[config.mk]
export PLATFORM = sky130hd
export DESIGN_NAME = cfg_indirect_port
export DESIGN_NICKNAME = d
export VERILOG_FILES = /design/src/rtl/cfgp_pkg.sv /design/src/rtl/cfgp_regs.sv /design/src/rtl/cfgp_seq.sv /design/src/rtl/cfg_indirect_port.sv
export SDC_FILE = /design/constraint.sdc
export NUM_CORES = 1
export LEC_CHECK = 0
export BUFFER_PORTS_ARGS = -buffer_cell sky130_fd_sc_hd__buf_2
export CAP_MARGIN = 20
export CORE_UTILIZATION = 40
export CTS_CLUSTER_DIAMETER = 40
export DETAILED_ROUTE_END_ITERATION = 12
export GPL_TIMING_DRIVEN = 0
export PLACE_DENSITY = 0.78
export RECOVER_POWER = 100
export SYNTH_ARGS = -nofsm -noshare
export SYNTH_HDL_FRONTEND = slang
export SYNTH_HIERARCHICAL = 1
export SYNTH_SLANG_ARGS = --single-unit
[constraint.sdc]
create_clock -name clk -period 1.8 [get_ports clk]
set_input_delay 0.09 -clock clk [delete_from_list [all_inputs] [get_ports clk]]
set_output_delay 0.09 -clock clk [all_outputs]
set_load 0.05 [all_outputs]
[src/rtl/cfgp_pkg.sv]
// Package: shared encodings for the indirect configuration port.
// Assumes the command word fields fit below bit 15 of the bus word.
package cfgp_pkg;

    // Bus register select values
    localparam logic [1:0] REG_CMD = 2'd0;
    localparam logic [1:0] REG_WD  = 2'd1;
    localparam logic [1:0] REG_RD  = 2'd2;

    // Command word field positions (decoded by the sequencer path)
    localparam int ADDR_LSB = 0;
    localparam int WR_BIT   = 7;
    localparam int BE_LSB   = 8;
    localparam int FUNC_LSB = 12;

    // Sequencer states
    typedef enum logic [1:0] {
        SQ_IDLE,
        SQ_RD_REQ,
        SQ_RD_WAIT,
        SQ_WR_REQ
    } sq_state_t;

endpackage

[src/rtl/cfgp_regs.sv]
// Module: bus-side register file of the configuration port.
// Holds the command, write-data and read-data registers, decodes bus
// accesses, answers retry while the sequencer is busy and issues launch
// pulses. Assumes one bus access per cycle and DATA_W >= FUNC_LSB+FUNC_W.
module cfgp_regs
    import cfgp_pkg::*;
#(
    parameter int DATA_W = 32,
    parameter int ADDR_W = 6,
    parameter int BE_W   = 4,
    parameter int FUNC_W = 3
) (
    input  logic              clk,
    input  logic              rst_n,
    input  logic              bus_sel,
    input  logic              bus_wr,
    input  logic [1:0]        bus_reg,
    input  logic [DATA_W-1:0] bus_wdata,
    output logic [DATA_W-1:0] bus_rdata,
    output logic              bus_retry,
    input  logic              busy,
    input  logic              cap_valid,
    input  logic [DATA_W-1:0] cap_data,
    output logic              launch_rd,
    output logic              launch_wr,
    output logic [ADDR_W-1:0] tgt_addr,
    output logic [BE_W-1:0]   tgt_be_n,
    output logic [DATA_W-1:0] wd_out
);

    localparam int CMD_W = FUNC_LSB + FUNC_W;

    logic [CMD_W-1:0]  cmd_q;
    logic [DATA_W-1:0] wd_q;
    logic [DATA_W-1:0] rd_q;
    logic              armed_q;
    logic              accept;
    logic              cmd_hit;
    logic              wd_hit;
    logic              func_ok;
    logic              is_wr_cmd;

    // Decode of the presented access
    always_comb begin
        bus_retry = bus_sel & busy;
        accept    = bus_sel & ~busy;
        cmd_hit   = accept & bus_wr & (bus_reg == REG_CMD);
        wd_hit    = accept & bus_wr & (bus_reg == REG_WD);
        func_ok   = (bus_wdata[FUNC_LSB +: FUNC_W] == '0);
        is_wr_cmd = bus_wdata[WR_BIT];
        launch_rd = cmd_hit & ~is_wr_cmd & func_ok;
        launch_wr = wd_hit & armed_q;
    end

    // Command register and write-arm flag
    always_ff @(posedge clk) begin
        if (!rst_n) begin
            cmd_q   <= '0;
            armed_q <= 1'b0;
        end else if (cmd_hit) begin
            cmd_q   <= bus_wdata[CMD_W-1:0];
            armed_q <= is_wr_cmd & func_ok;
        end else if (wd_hit) begin
            armed_q <= 1'b0;
        end
    end

    // Write-data register
    always_ff @(posedge clk) begin
        if (!rst_n)      wd_q <= '0;
        else if (wd_hit) wd_q <= bus_wdata;
    end

    // Read-data register: fetched word, or all ones for a foreign function
    always_ff @(posedge clk) begin
        if (!rst_n)
            rd_q <= '0;
        else if (cap_valid)
            rd_q <= cap_data;
        else if (cmd_hit && !is_wr_cmd && !func_ok)
            rd_q <= '1;
    end

    // Read-back multiplexer
    always_comb begin
        case (bus_reg)
            REG_CMD: bus_rdata = DATA_W'(cmd_q);
            REG_WD:  bus_rdata = wd_q;
            REG_RD:  bus_rdata = rd_q;
            default: bus_rdata = '0;
        endcase
    end

    // Target fields handed to the sequencer
    always_comb begin
        tgt_addr = cmd_q[ADDR_LSB +: ADDR_W];
        tgt_be_n = cmd_q[BE_LSB +: BE_W];
        wd_out   = wd_q;
    end

endmodule

[src/rtl/cfgp_seq.sv]
// Module: bank-side sequencer of the configuration port.
// Turns launch pulses into one-cycle bank strobes. For a read it waits a
// fixed LAT cycles and then presents the returned word for capture.
// Assumes LAT >= 1 and that launches arrive only while idle.
module cfgp_seq
    import cfgp_pkg::*;
#(
    parameter int DATA_W = 32,
    parameter int ADDR_W = 6,
    parameter int BE_W   = 4,
    parameter int LAT    = 2
) (
    input  logic              clk,
    input  logic              rst_n,
    input  logic              launch_rd,
    input  logic              launch_wr,
    input  logic [ADDR_W-1:0] tgt_addr,
    input  logic [BE_W-1:0]   tgt_be_n,
    input  logic [DATA_W-1:0] wdata,
    output logic              busy,
    output logic              cap_valid,
    output logic [DATA_W-1:0] cap_data,
    output logic [ADDR_W-1:0] bk_addr,
    output logic [BE_W-1:0]   bk_be,
    output logic              bk_wr,
    output logic              bk_rd,
    output logic [DATA_W-1:0] bk_wdata,
    input  logic [DATA_W-1:0] bk_rdata
);

    localparam int CNT_W = (LAT < 2) ? 1 : $clog2(LAT);
    localparam logic [CNT_W-1:0] CNT_START = CNT_W'(LAT - 1);

    sq_state_t        state_q;
    logic [CNT_W-1:0] cnt_q;

    // State and latency counter
    always_ff @(posedge clk) begin
        if (!rst_n) begin
            state_q <= SQ_IDLE;
            cnt_q   <= '0;
        end else begin
            case (state_q)
                SQ_IDLE: begin
                    if (launch_rd)      state_q <= SQ_RD_REQ;
                    else if (launch_wr) state_q <= SQ_WR_REQ;
                end
                SQ_RD_REQ: begin
                    state_q <= SQ_RD_WAIT;
                    cnt_q   <= CNT_START;
                end
                SQ_RD_WAIT: begin
                    if (cnt_q == '0) state_q <= SQ_IDLE;
                    else             cnt_q   <= cnt_q - 1'b1;
                end
                default: state_q <= SQ_IDLE;
            endcase
        end
    end

    // Strobes and status from the current state
    always_comb begin
        busy      = (state_q != SQ_IDLE);
        bk_rd     = (state_q == SQ_RD_REQ);
        bk_wr     = (state_q == SQ_WR_REQ);
        cap_valid = (state_q == SQ_RD_WAIT) && (cnt_q == '0);
        cap_data  = bk_rdata;
        bk_addr   = tgt_addr;
        bk_wdata  = wdata;
    end

    // Per-byte conversion of active-low enables to active-high
    for (genvar b = 0; b < BE_W; b++) begin : g_be
        assign bk_be[b] = ~tgt_be_n[b];
    end

endmodule

[src/rtl/cfg_indirect_port.sv]
// Module: top of the indirect configuration register access port.
// Connects the bus-side register file to the bank sequencer. Assumes the
// bank returns read data exactly LAT cycles after a read strobe.
module cfg_indirect_port #(
    parameter int DATA_W = 32,
    parameter int ADDR_W = 6,
    parameter int BE_W   = 4,
    parameter int FUNC_W = 3,
    parameter int LAT    = 2
) (
    input  logic              clk,
    input  logic              rst_n,
    input  logic              bus_sel,
    input  logic              bus_wr,
    input  logic [1:0]        bus_reg,
    input  logic [DATA_W-1:0] bus_wdata,
    output logic [DATA_W-1:0] bus_rdata,
    output logic              bus_retry,
    output logic [ADDR_W-1:0] bk_addr,
    output logic [BE_W-1:0]   bk_be,
    output logic              bk_wr,
    output logic              bk_rd,
    output logic [DATA_W-1:0] bk_wdata,
    input  logic [DATA_W-1:0] bk_rdata
);

    logic              busy;
    logic              cap_valid;
    logic [DATA_W-1:0] cap_data;
    logic              launch_rd;
    logic              launch_wr;
    logic [ADDR_W-1:0] tgt_addr;
    logic [BE_W-1:0]   tgt_be_n;
    logic [DATA_W-1:0] wd_val;

    cfgp_regs #(
        .DATA_W(DATA_W), .ADDR_W(ADDR_W), .BE_W(BE_W), .FUNC_W(FUNC_W)
    ) u_regs (
        .clk(clk), .rst_n(rst_n),
        .bus_sel(bus_sel), .bus_wr(bus_wr), .bus_reg(bus_reg),
        .bus_wdata(bus_wdata), .bus_rdata(bus_rdata), .bus_retry(bus_retry),
        .busy(busy), .cap_valid(cap_valid), .cap_data(cap_data),
        .launch_rd(launch_rd), .launch_wr(launch_wr),
        .tgt_addr(tgt_addr), .tgt_be_n(tgt_be_n), .wd_out(wd_val)
    );

    cfgp_seq #(
        .DATA_W(DATA_W), .ADDR_W(ADDR_W), .BE_W(BE_W), .LAT(LAT)
    ) u_seq (
        .clk(clk), .rst_n(rst_n),
        .launch_rd(launch_rd), .launch_wr(launch_wr),
        .tgt_addr(tgt_addr), .tgt_be_n(tgt_be_n), .wdata(wd_val),
        .busy(busy), .cap_valid(cap_valid), .cap_data(cap_data),
        .bk_addr(bk_addr), .bk_be(bk_be), .bk_wr(bk_wr), .bk_rd(bk_rd),
        .bk_wdata(bk_wdata), .bk_rdata(bk_rdata)
    );

endmodule

**Word-level counts from Yosys, hierarchy flattened**

Cells that the tools add are included.

- $add $sub $neg: 1
- Multiply operators: 0
- Divide/modulo/power cells: 0
- $lt $le $gt $ge: 0
- Equal/unequal tests: 7
- Shifts and indexed selects: 0
- Mux-type cells: 11
- Bitwise operators: 16
- Reductions and logical operators: 13

Operator list:

| cell | count |
|---|---|
| $pmux W32 S3 | 1 |
| $mux W32 | 2 |
| $and A1 B1 Y1 | 9 |
| $reduce_bool A2 Y1 | 4 |
| $not A1 Y1 | 7 |
| $eq A2 B2 Y1 const B | 3 |
| $mux W2 | 3 |
| $pmux W2 S3 | 1 |
| $eq A2 B1 Y1 const B | 2 |
| $logic_not A2 Y1 | 2 |
| $logic_and A1 B1 Y1 | 3 |
| $logic_not A3 Y1 | 1 |
| $mux W1 | 3 |
| $ne A3 B3 Y1 const B | 1 |
| $logic_not A1 Y1 | 2 |
| $ne A2 B2 Y1 const B | 1 |
| $pmux W1 S2 | 1 |
| $reduce_and A2 Y1 | 1 |
| $sub A1 B1 Y1 const B | 1 |

- Flip-flop bits (word level): 83
- Bits in latches: 0
- Bits in writable memories: 0
- Memory bits (read-only): 0
- Input port bits: 70
- Output and inout port bits: 77
- Logic and storage cells: 54
- Memories kept: 0

**Logic depth before layout (Yosys ltp)**

Gate-level depths: netlist of run 1.

- Depth after elaboration: 9
- Mapped depth: 10
- Depth with buffers taken out: 8

**Modules after synthesis**

Netlist of run 1, hierarchy kept.

By module, submodules not included:

| module | times used | cells each | area an instance (um2) | seq. area each (um2) |
|---|---|---|---|---|
| cfgp_regs | 1 | 395 | 3741.1 | 1601.5 |
| cfgp_seq | 1 | 95 | 757.0 | 60.1 |

**Worst setup path after synthesis of run 1**

Ideal clock, no wire load.

- Kind: register to register
- From: register u_seq.state_q[0]
- To: register u_seq.state_q[1]
- Setup time: 119 ps
- Arrival time: 1772 ps
- Data required time: 1681 ps
- Setup slack: -91 ps
- Stages on the path, launching flop included: 11
- Path buffers: 2
- Period minus slack after synthesis: 1891 ps
- Path through: dfxtp_1 inv_1 ha_1 inv_1 nand3b_4 nor3b_1 buf_2 buf_6 and2_1 a21oi_1 o221a_1

- Elaborated cells between the ends (all ways): 17
- Those cells by class: eq/ne: 4; mux: 2; bitwise: 8; reduce/logical: 3

RTL lines:

| what | line | RTL |
|---|---|---|
| start: declaration | cfgp_seq.sv:34 | `sq_state_t state_q;` |
| start signal: assignment | cfgp_seq.sv:40 | `state_q <= SQ_IDLE;` |
| start signal: assignment | cfgp_seq.sv:45 | `if (launch_rd) state_q <= SQ_RD_REQ;` |
| start signal: assignment | cfgp_seq.sv:46 | `else if (launch_wr) state_q <= SQ_WR_REQ;` |
| $reduce_bool A2 Y1 | cfgp_seq.sv:63 | `busy = (state_q != SQ_IDLE);` |
| via busy | cfg_indirect_port.sv:27 | `logic busy;` |
| $not A1 Y1 | cfgp_regs.sv:46 | `accept = bus_sel & ~busy;` |
| $and A1 B1 Y1 | cfgp_regs.sv:46 |  |
| $and A1 B1 Y1 (2 in a row) | cfgp_regs.sv:48 | `wd_hit = accept & bus_wr & (bus_reg == REG_WD);` |
| $and A1 B1 Y1 | cfgp_regs.sv:52 | `launch_wr = wd_hit & armed_q;` |
| via launch_wr | cfg_indirect_port.sv:31 | `logic launch_wr;` |
| $ne A3 B3 Y1 (no line) | n/a |  |
| $reduce_and A2 Y1 (no line) | n/a |  |

The timed path passes the listed nets, and every way through them passes these cells.
A chain may end at the register's enable or synchronous reset.

**Worst setup path in the final report of run 1**

- From: register u_seq.state_q[0]
- To: register u_seq.state_q[1]

- Longest elaborated chain between the ends: 9
- Elaborated cells between the ends (all ways): 17
- Those cells by class: eq/ne: 4; mux: 2; bitwise: 8; reduce/logical: 3

Ends and longest elaborated chain:

| what | line | RTL |
|---|---|---|
| $reduce_bool A2 Y1 * | cfgp_seq.sv:63 |  |
| via busy | cfg_indirect_port.sv:27 |  |
| $not A1 Y1 * | cfgp_regs.sv:46 |  |
| $and A1 B1 Y1 * | cfgp_regs.sv:46 |  |
| $and A1 B1 Y1 * (2 in a row) | cfgp_regs.sv:47 | `cmd_hit = accept & bus_wr & (bus_reg == REG_CMD);` |
| $and A1 B1 Y1 * (2 in a row) | cfgp_regs.sv:51 | `launch_rd = cmd_hit & ~is_wr_cmd & func_ok;` |
| via launch_rd | cfg_indirect_port.sv:30 | `logic launch_rd;` |
| $mux W2 or $ne A3 B3 Y1 (tied branches) | n/a |  |
| $pmux W2 S3 or $reduce_and A2 Y1 (tied branches) | n/a |  |

Mark *: on every way through the listed nets, which the timed path passes. The rest lies on a longest branch.

==> reports/results.tsv, run 1 <==
stage	metric	value	unit
routing	DRC violation total after the first TritonRoute iteration	140	
timing	Hold Slack	0.01197	ns
logic_synthesis	Synthesis Warnings	6	
clock_network	clock slew at reported path FFs	0.09	ns
clock_network	Clock Tree Buf Depth	2	
floorplanning	Die X	108.0	um
clock_network	Clock Sinks	83	
finish	Final Util	0.5307	
critical_path	worst r2r src	u_seq/state_q[0]	
logic_synthesis	FF+latch count, synth	83	
critical_path	crit path launch	u_seq/state_q[0]	
critical_path	Crit Path Category	reg -> reg	
critical_path	Setup crit end	u_seq/state_q[1]	
timing	Fmax achieved	0.5643	GHz
clock_network	latest clock arrival within the worst-skew pair	0.35	ns
logic_synthesis	Cell Area, Synth	0.004498	mm^2
critical_path	Worst R2R Path Depth	8	
global_route	gr ovfl total	0	
min_path	HP Class	in -> reg	
global_route	pin count of the biggest net entering global routing	16	
timing	Slew @ Worst Pin	0.6525	ns
placed_design	DPL Wire Length	8.938	mm
floorplanning	Boundary Pins	147	
floorplanning	Die Footprint	0.01167	mm^2
pwr	VDD IR max	0.5027	mV
clock_network	H-tree depth	3	
timing	Final Hold Vio Count	0	
routing	Routed WL	12.57	mm
global_route	vias in the first global route	3811	
floorplanning	initial core utilization	0.4131	
timing	crit share post-route	0.9845	
critical_path	Max FO, Critical Path	5	
floorplanning	die height	108.0	um
routing	DR vias/cell	4.896	
status	status	finished, final reports clean	
clock_network	TritonCTS clock tree	yes	
global_route	gr usage total	0.2112	
critical_path	Crit. End Element	register	
floorplanning	area of the core	0.01089	mm^2
logic_synthesis	sequential fraction of the synthesis area	0.3694	
critical_path	RR Endpoint	u_seq/state_q[1]	
timing	min Tclk post-route	1.772	ns
finish	share of layout cells above drive strength 1	0.3257	
flow_run	max_cap viols	0	
finish	area delta synth->final	28.46	%
timing	Pins Over Slew Limit	0	
logic_synthesis	Avg Cell Area, Syn	9.180	um^2
critical_path	arrival time at the worst endpoint	2.07	ns
logic_synthesis	synth unique cells	31	
floorplanning	row count	38	
pwr	pwr dens	1057	mW/mm^2
routing	DR WL/cell	15.90	um
routing	Vias	3873	
critical_path	required time of the critical path	2.09	ns
global_route	first-pass GRT wire length	18.70	mm
logic_synthesis	Post-Syn Instances	490	
placed_design	RePlAce Congestion	0.7618	
timing	Worst Clk Skew	0.008966	ns
timing	RSZ-0062 raised after global routing	true	
timing	Fin Setup TNS	0	ns
routing	Residual DRC	0	
clock_network	CTS Buf Count	9	
global_route	initial antenna violation count	0	
timing	final setup fails	0	
finish	Nets	721	
pwr	Pleak	2.759	nW
logic_synthesis	syn_nets	565	
routing	antenna-violating nets left	0	
placed_design	PortBufs	114	
clock_network	Clock Tree Root	clkbuf_8	
timing	Rel. slew slack	0.5668	
critical_path	startpoint types	register	
routing	DR pass1 iterations	4	
finish	Ant. Diodes	0	
critical_path	reg2reg setup slack	0.03	ns
registers in the layout, summed over array words and instances, names as in the netlist:
| name | cells |
|---|---|
| u_regs/rd_q | 32 |
| u_regs/armed_q | 1 |
| u_regs/wd_out | 32 |
| u_seq/state_q | 2 |
| u_regs/cmd_q | 15 |
| u_seq/cnt_q | 1 |
per-stage QoR:
stage	cell area [um^2]	cells	power, mW	setup slack [ns]
final	5778	791	6.110	0.02799
after global routing	5778	791	6.430	-0.01675
after CTS	5773	788	6.055	0.0003313
after detailed placement	5260	744	4.397	-0.3655
after global placement	5260	744	4.294	-0.2406
after floorplan	4514	490	3.886	0.005363
cells in the final DEF, fill, tap and decap left out, types with 3 or more instances in the layout:
cell type and count:
buf_4 92, buf_2 77, a22o_1 17, nand2b_1 33
inv_2 3, o311a_1 32, inv_1 4, clkbuf_1 59
dlygate4sd3_1 23, dfxtp_1 81, buf_12 3, nor2b_1 3
clkbuf_4 5, inv_6 3, o21ai_0 15, buf_6 4
ha_1 4, mux2i_1 60, clkbuf_8 9, nand2_1 95
worst min path at each step:
stage	startpoint	endpoint	slack (ns)	cells after the start
global route	bus_wdata[23]	u_regs/wd_out[23]	0.0005	3
finish	bus_wdata[23]	u_regs/wd_out[23]	0.01	3
global placement	bus_wdata[28]	u_regs/wd_out[28]	0.34	3
CTS	bus_wdata[2]	u_regs/cmd_q[2]	0.0001	3
detailed placement	bus_wdata[26]	u_regs/wd_out[26]	0.34	3
floorplan	rst_n	u_seq/state_q[0]	0.22	1
cells by family (layout without fill, tap and decap cells):
family,count (synthesis),in the layout,share of synthesized area
fa+ha+maj,5,5,0.01391
mux,62,62,0.1380
buf+inv,126,287,0.1889
simple gates,141,141,0.1513
compound gates,73,73,0.1385
flops,83,83,0.3694
what timing repair did:
action | in CTS | in global routing
setup endpoints to repair | 34 | 57
hold endpoints to repair | 26 | 0
pin swaps | 1 | 4
gates resized for setup | 13 | 22
hold buffers | 23 | 0
gates cloned | 0 | 0
buffers inserted | 5 | 4
Yosys cell counts:
| library cell | n | share of area |
|---|---|---|
| buf_4 | 83 | 0.14 |
| clkbuf_1 | 21 | 0.018 |
| nor3b_1 | 1 | 0.0017 |
| nand3b_4 | 1 | 0.0045 |
| nor4b_4 | 1 | 0.0053 |
| o311a_1 | 32 | 0.071 |
| o211ai_1 | 1 | 0.0017 |
| a22o_1 | 17 | 0.033 |
| o21ai_0 | 15 | 0.017 |
| o21ai_1 | 1 | 0.0011 |
| o221a_1 | 1 | 0.0025 |
| dfxtp_1 | 83 | 0.37 |
| nor4bb_1 | 1 | 0.0022 |
| and2_1 | 2 | 0.0028 |
| a21oi_1 | 1 | 0.0011 |
| buf_12 | 1 | 0.0045 |
| nand2b_1 | 33 | 0.046 |
| buf_6 | 5 | 0.013 |
| nor3_2 | 1 | 0.0022 |
| nand2_1 | 95 | 0.079 |
| a21o_1 | 2 | 0.0033 |
| ha_1 | 5 | 0.014 |
| nor2_1 | 1 | 0.00083 |
| nand3_1 | 1 | 0.0011 |
| inv_1 | 7 | 0.0058 |
| mux2i_1 | 62 | 0.14 |
| nor2b_1 | 3 | 0.0042 |
| o211a_1 | 2 | 0.0045 |
| buf_2 | 9 | 0.010 |
| a2bb2oi_2 | 1 | 0.0033 |
| or3_1 | 1 | 0.0014 |
area by class of cell:
type                    count  area [um^2]
clock buffers               9        123.9
clock inverters             7        98.84
inverters                   7        26.28
flip-flops and latches     83         1664
plain buffers             118        860.8
multi-input cells         281         2014
fillers                  1019         5110
repair buffers            146        814.5
well taps                 140        175.2
power breakdown:
group          leakage [nW]  switching, mW  internal, mW
Combinational          1.97           1.29         0.945
Sequential            0.675          0.193          2.15
Clock                 0.111          0.735         0.794
per-layer routing:
metal	vias up	GRT usage	share of wire
li1	1909	-	-
met1	1811	0.2350	0.42
met2	135	0.3899	0.51
met3	18	0.04340	0.059
met4	0	0.08219	0.018
met5	-	0	0
critical path, cell delays in order, from the launching register on:
cell       delay, ns
dfxtp_2         0.34
inv_2           0.08
ha_4            0.13
inv_2           0.04
nand3b_4        0.19
nor4bb_1        0.35
nand2b_1        0.20
a2bb2oi_2       0.18
o221a_1         0.20
Power figures use the tool's default switching activity.
==> run 2, diff against run 1 <==
--- a/config.mk
+++ b/config.mk
@@ -5,7 +5,7 @@
 export SDC_FILE = /design/constraint.sdc
 export NUM_CORES = 1
 export LEC_CHECK = 0
-export BUFFER_PORTS_ARGS = -buffer_cell sky130_fd_sc_hd__buf_2
+export BUFFER_PORTS_ARGS = -buffer_cell sky130_fd_sc_hd__buf_4
 export CAP_MARGIN = 20
 export CORE_UTILIZATION = 40
 export CTS_CLUSTER_DIAMETER = 40
==> reports/results.tsv, run 2 (same netlist as run 1, synthesis figures left out) <==
stage	metric	value	unit
critical_path	Max FO, Critical Path	5	
global_route	vias in the first global route	3951	
critical_path	worst r2r src	u_seq/state_q[1]	
finish	fill count	982	
routing	antenna-violating nets left	0	
critical_path	startpoint types	register	
placed_design	PortBufs	114	
placed_design	RePlAce Congestion	0.7648	
finish	Nets	714	
clock_network	TritonCTS clock tree	yes	
critical_path	RR Endpoint	u_seq/state_q[1]	
routing	Residual DRC	0	
finish	commonest non-fill, non-tap cell in the layout	buf_4	
timing	RSZ-0062 raised after global routing	true	
clock_network	latest clock arrival within the worst-skew pair	0.35	ns
pwr	pwr dens	1034	mW/mm^2
floorplanning	Die X	108.0	um
timing	final setup fails	1	
critical_path	required time of the critical path	2.09	ns
clock_network	CTS Buf Count	9	
flow_run	max_cap viols	0	
status	failing checks	negative setup slack	
finish	share of layout cells above drive strength 1	0.3975	
pwr	Pleak	2.954	nW
timing	Final Hold Vio Count	0	
timing	Rel. slew slack	0.5931	
critical_path	Worst R2R Path Depth	8	
timing	crit share post-route	1.005	
critical_path	Setup crit end	u_seq/state_q[1]	
routing	Routed WL	12.80	mm
critical_path	crit path launch	u_seq/state_q[1]	
status	status	finished, violations left	
critical_path	arrival time at the worst endpoint	2.10	ns
floorplanning	area of the core	0.01089	mm^2
finish	Ant. Diodes	0	
timing	Fmax achieved	0.5526	GHz
pwr	VDD IR max	0.4026	mV
global_route	gr usage total	0.2164	
floorplanning	initial core utilization	0.4131	
clock_network	Clock Sinks	83	
global_route	pin count of the biggest net entering global routing	15	
routing	DR vias/cell	5.026	
global_route	initial antenna violation count	0	
routing	DRC violation total after the first TritonRoute iteration	167	
timing	min Tclk post-route	1.810	ns
clock_network	Clock Tree Buf Depth	2	
min_path	HP Class	in -> reg	
critical_path	Crit Path Category	reg -> reg	
floorplanning	Boundary Pins	147	
global_route	gr ovfl total	0	
timing	Hold Slack	0.01647	ns
timing	worst setup margin	-0.009525	ns
critical_path	reg2reg setup slack	-0.01	ns
finish	most frequent cells in the layout	buf_4, nand2_1, dfxtp_1, mux2i_1	
routing	DR WL/cell	16.33	um
timing	Pins Over Slew Limit	0	
floorplanning	row count	38	
placed_design	DPL Wire Length	9.031	mm
timing	Slew @ Worst Pin	0.6104	ns
clock_network	clock slew at reported path FFs	0.09	ns
clock_network	Clock Tree Root	clkbuf_8	
critical_path	Crit. End Element	register	
floorplanning	die height	108.0	um
routing	Vias	3940	
routing	DR pass1 iterations	4	
global_route	first-pass GRT wire length	19.14	mm
floorplanning	Die Footprint	0.01167	mm^2
clock_network	H-tree depth	3	
finish	area delta synth->final	35.91	%
timing	Worst Clk Skew	0.006050	ns
pwr	Pwr Total	6.320	mW
## run 2: changes by cell type in the layout (fill, tap and decap cells not counted), moves of 2 or more
cell,previous run,this run
mux2i_2,2,0
mux2i_1,60,62
clkbuf_1,59,14
dlygate4sd3_1,23,18
clkbuf_8,9,11
buf_4,92,206
buf_2,77,7
inv_4,0,2
inv_2,3,1
inv_6,3,1
## run 2: through the flow
| step | util | area [um^2] | cells | setup TNS [ns] | setup slack [ns] |
|---|---|---|---|---|---|
| after global placement | 0.5093 | 5545 | 744 | -6.775 | -0.2565 |
| final | 0.5615 | 6113 | 784 | -0.009525 | -0.009525 |
| after detailed placement | 0.5093 | 5545 | 744 | -10.23 | -0.3827 |
| after global routing | 0.5615 | 6113 | 784 | -0.02399 | -0.02028 |
| after floorplan | - | 4514 | 490 | 0 | 0.005363 |
| after CTS | 0.5555 | 6048 | 783 | 0 | 0.0005753 |
## run 2: cell type report
cell class	instances	area [um^2]	area share
plain buffers	118	877.1	0.1435
clock buffers	11	151.4	0.02476
inverters	7	31.28	0.005117
multi-input cells	281	2039	0.3336
repair buffers	139	1089	0.1781
clock inverters	5	83.83	0.01371
well taps	140	175.2	0.02865
flip-flops and latches	83	1667	0.2726
## run 2: how the worst min path moves through the flow
stage,start,end,slack (ns),cells after the start
final,bus_wdata[10],u_regs/cmd_q[10],0.02,3
after floorplan,rst_n,u_seq/state_q[0],0.22,1
after global placement,rst_n,u_seq/state_q[0],0.35,2
after global routing,bus_wdata[10],u_regs/cmd_q[10],0.007,3
after detailed placement,rst_n,u_seq/cnt_q,0.36,2
after CTS,bus_wdata[9],u_regs/cmd_q[9],0.004,3
## run 2: timing repair
action / CTS / global route
endpoints found under the hold margin: 20 / 0
setup endpoints to repair: 34 / 53
pin swaps: 1 / 3
hold buffers: 18 / 0
setup buffers: 5 / 2
gates resized for setup: 20 / 19
## run 2: per-layer routing
metal	part of all wire	track usage
met1	0.41	0.2460
met5	0	0
met2	0.51	0.3940
met3	0.055	0.03617
met4	0.026	0.09589
## run 2: critical path, stage by stage, from the launching register on
cell       delay (ns)
dfxtp_4          0.36
inv_4            0.07
ha_4             0.12
inv_2            0.04
nand3b_4         0.19
nor4bb_2         0.41
nand2b_4         0.23
a2bb2oi_4        0.15
o221a_1          0.18
## run 2: power by group
part / leakage [nW] / internal [mW] / switching, mW
Clock: 0.112 / 0.863 / 0.700
Sequential: 0.675 / 2.15 / 0.216
Combinational: 2.17 / 1.07 / 1.31
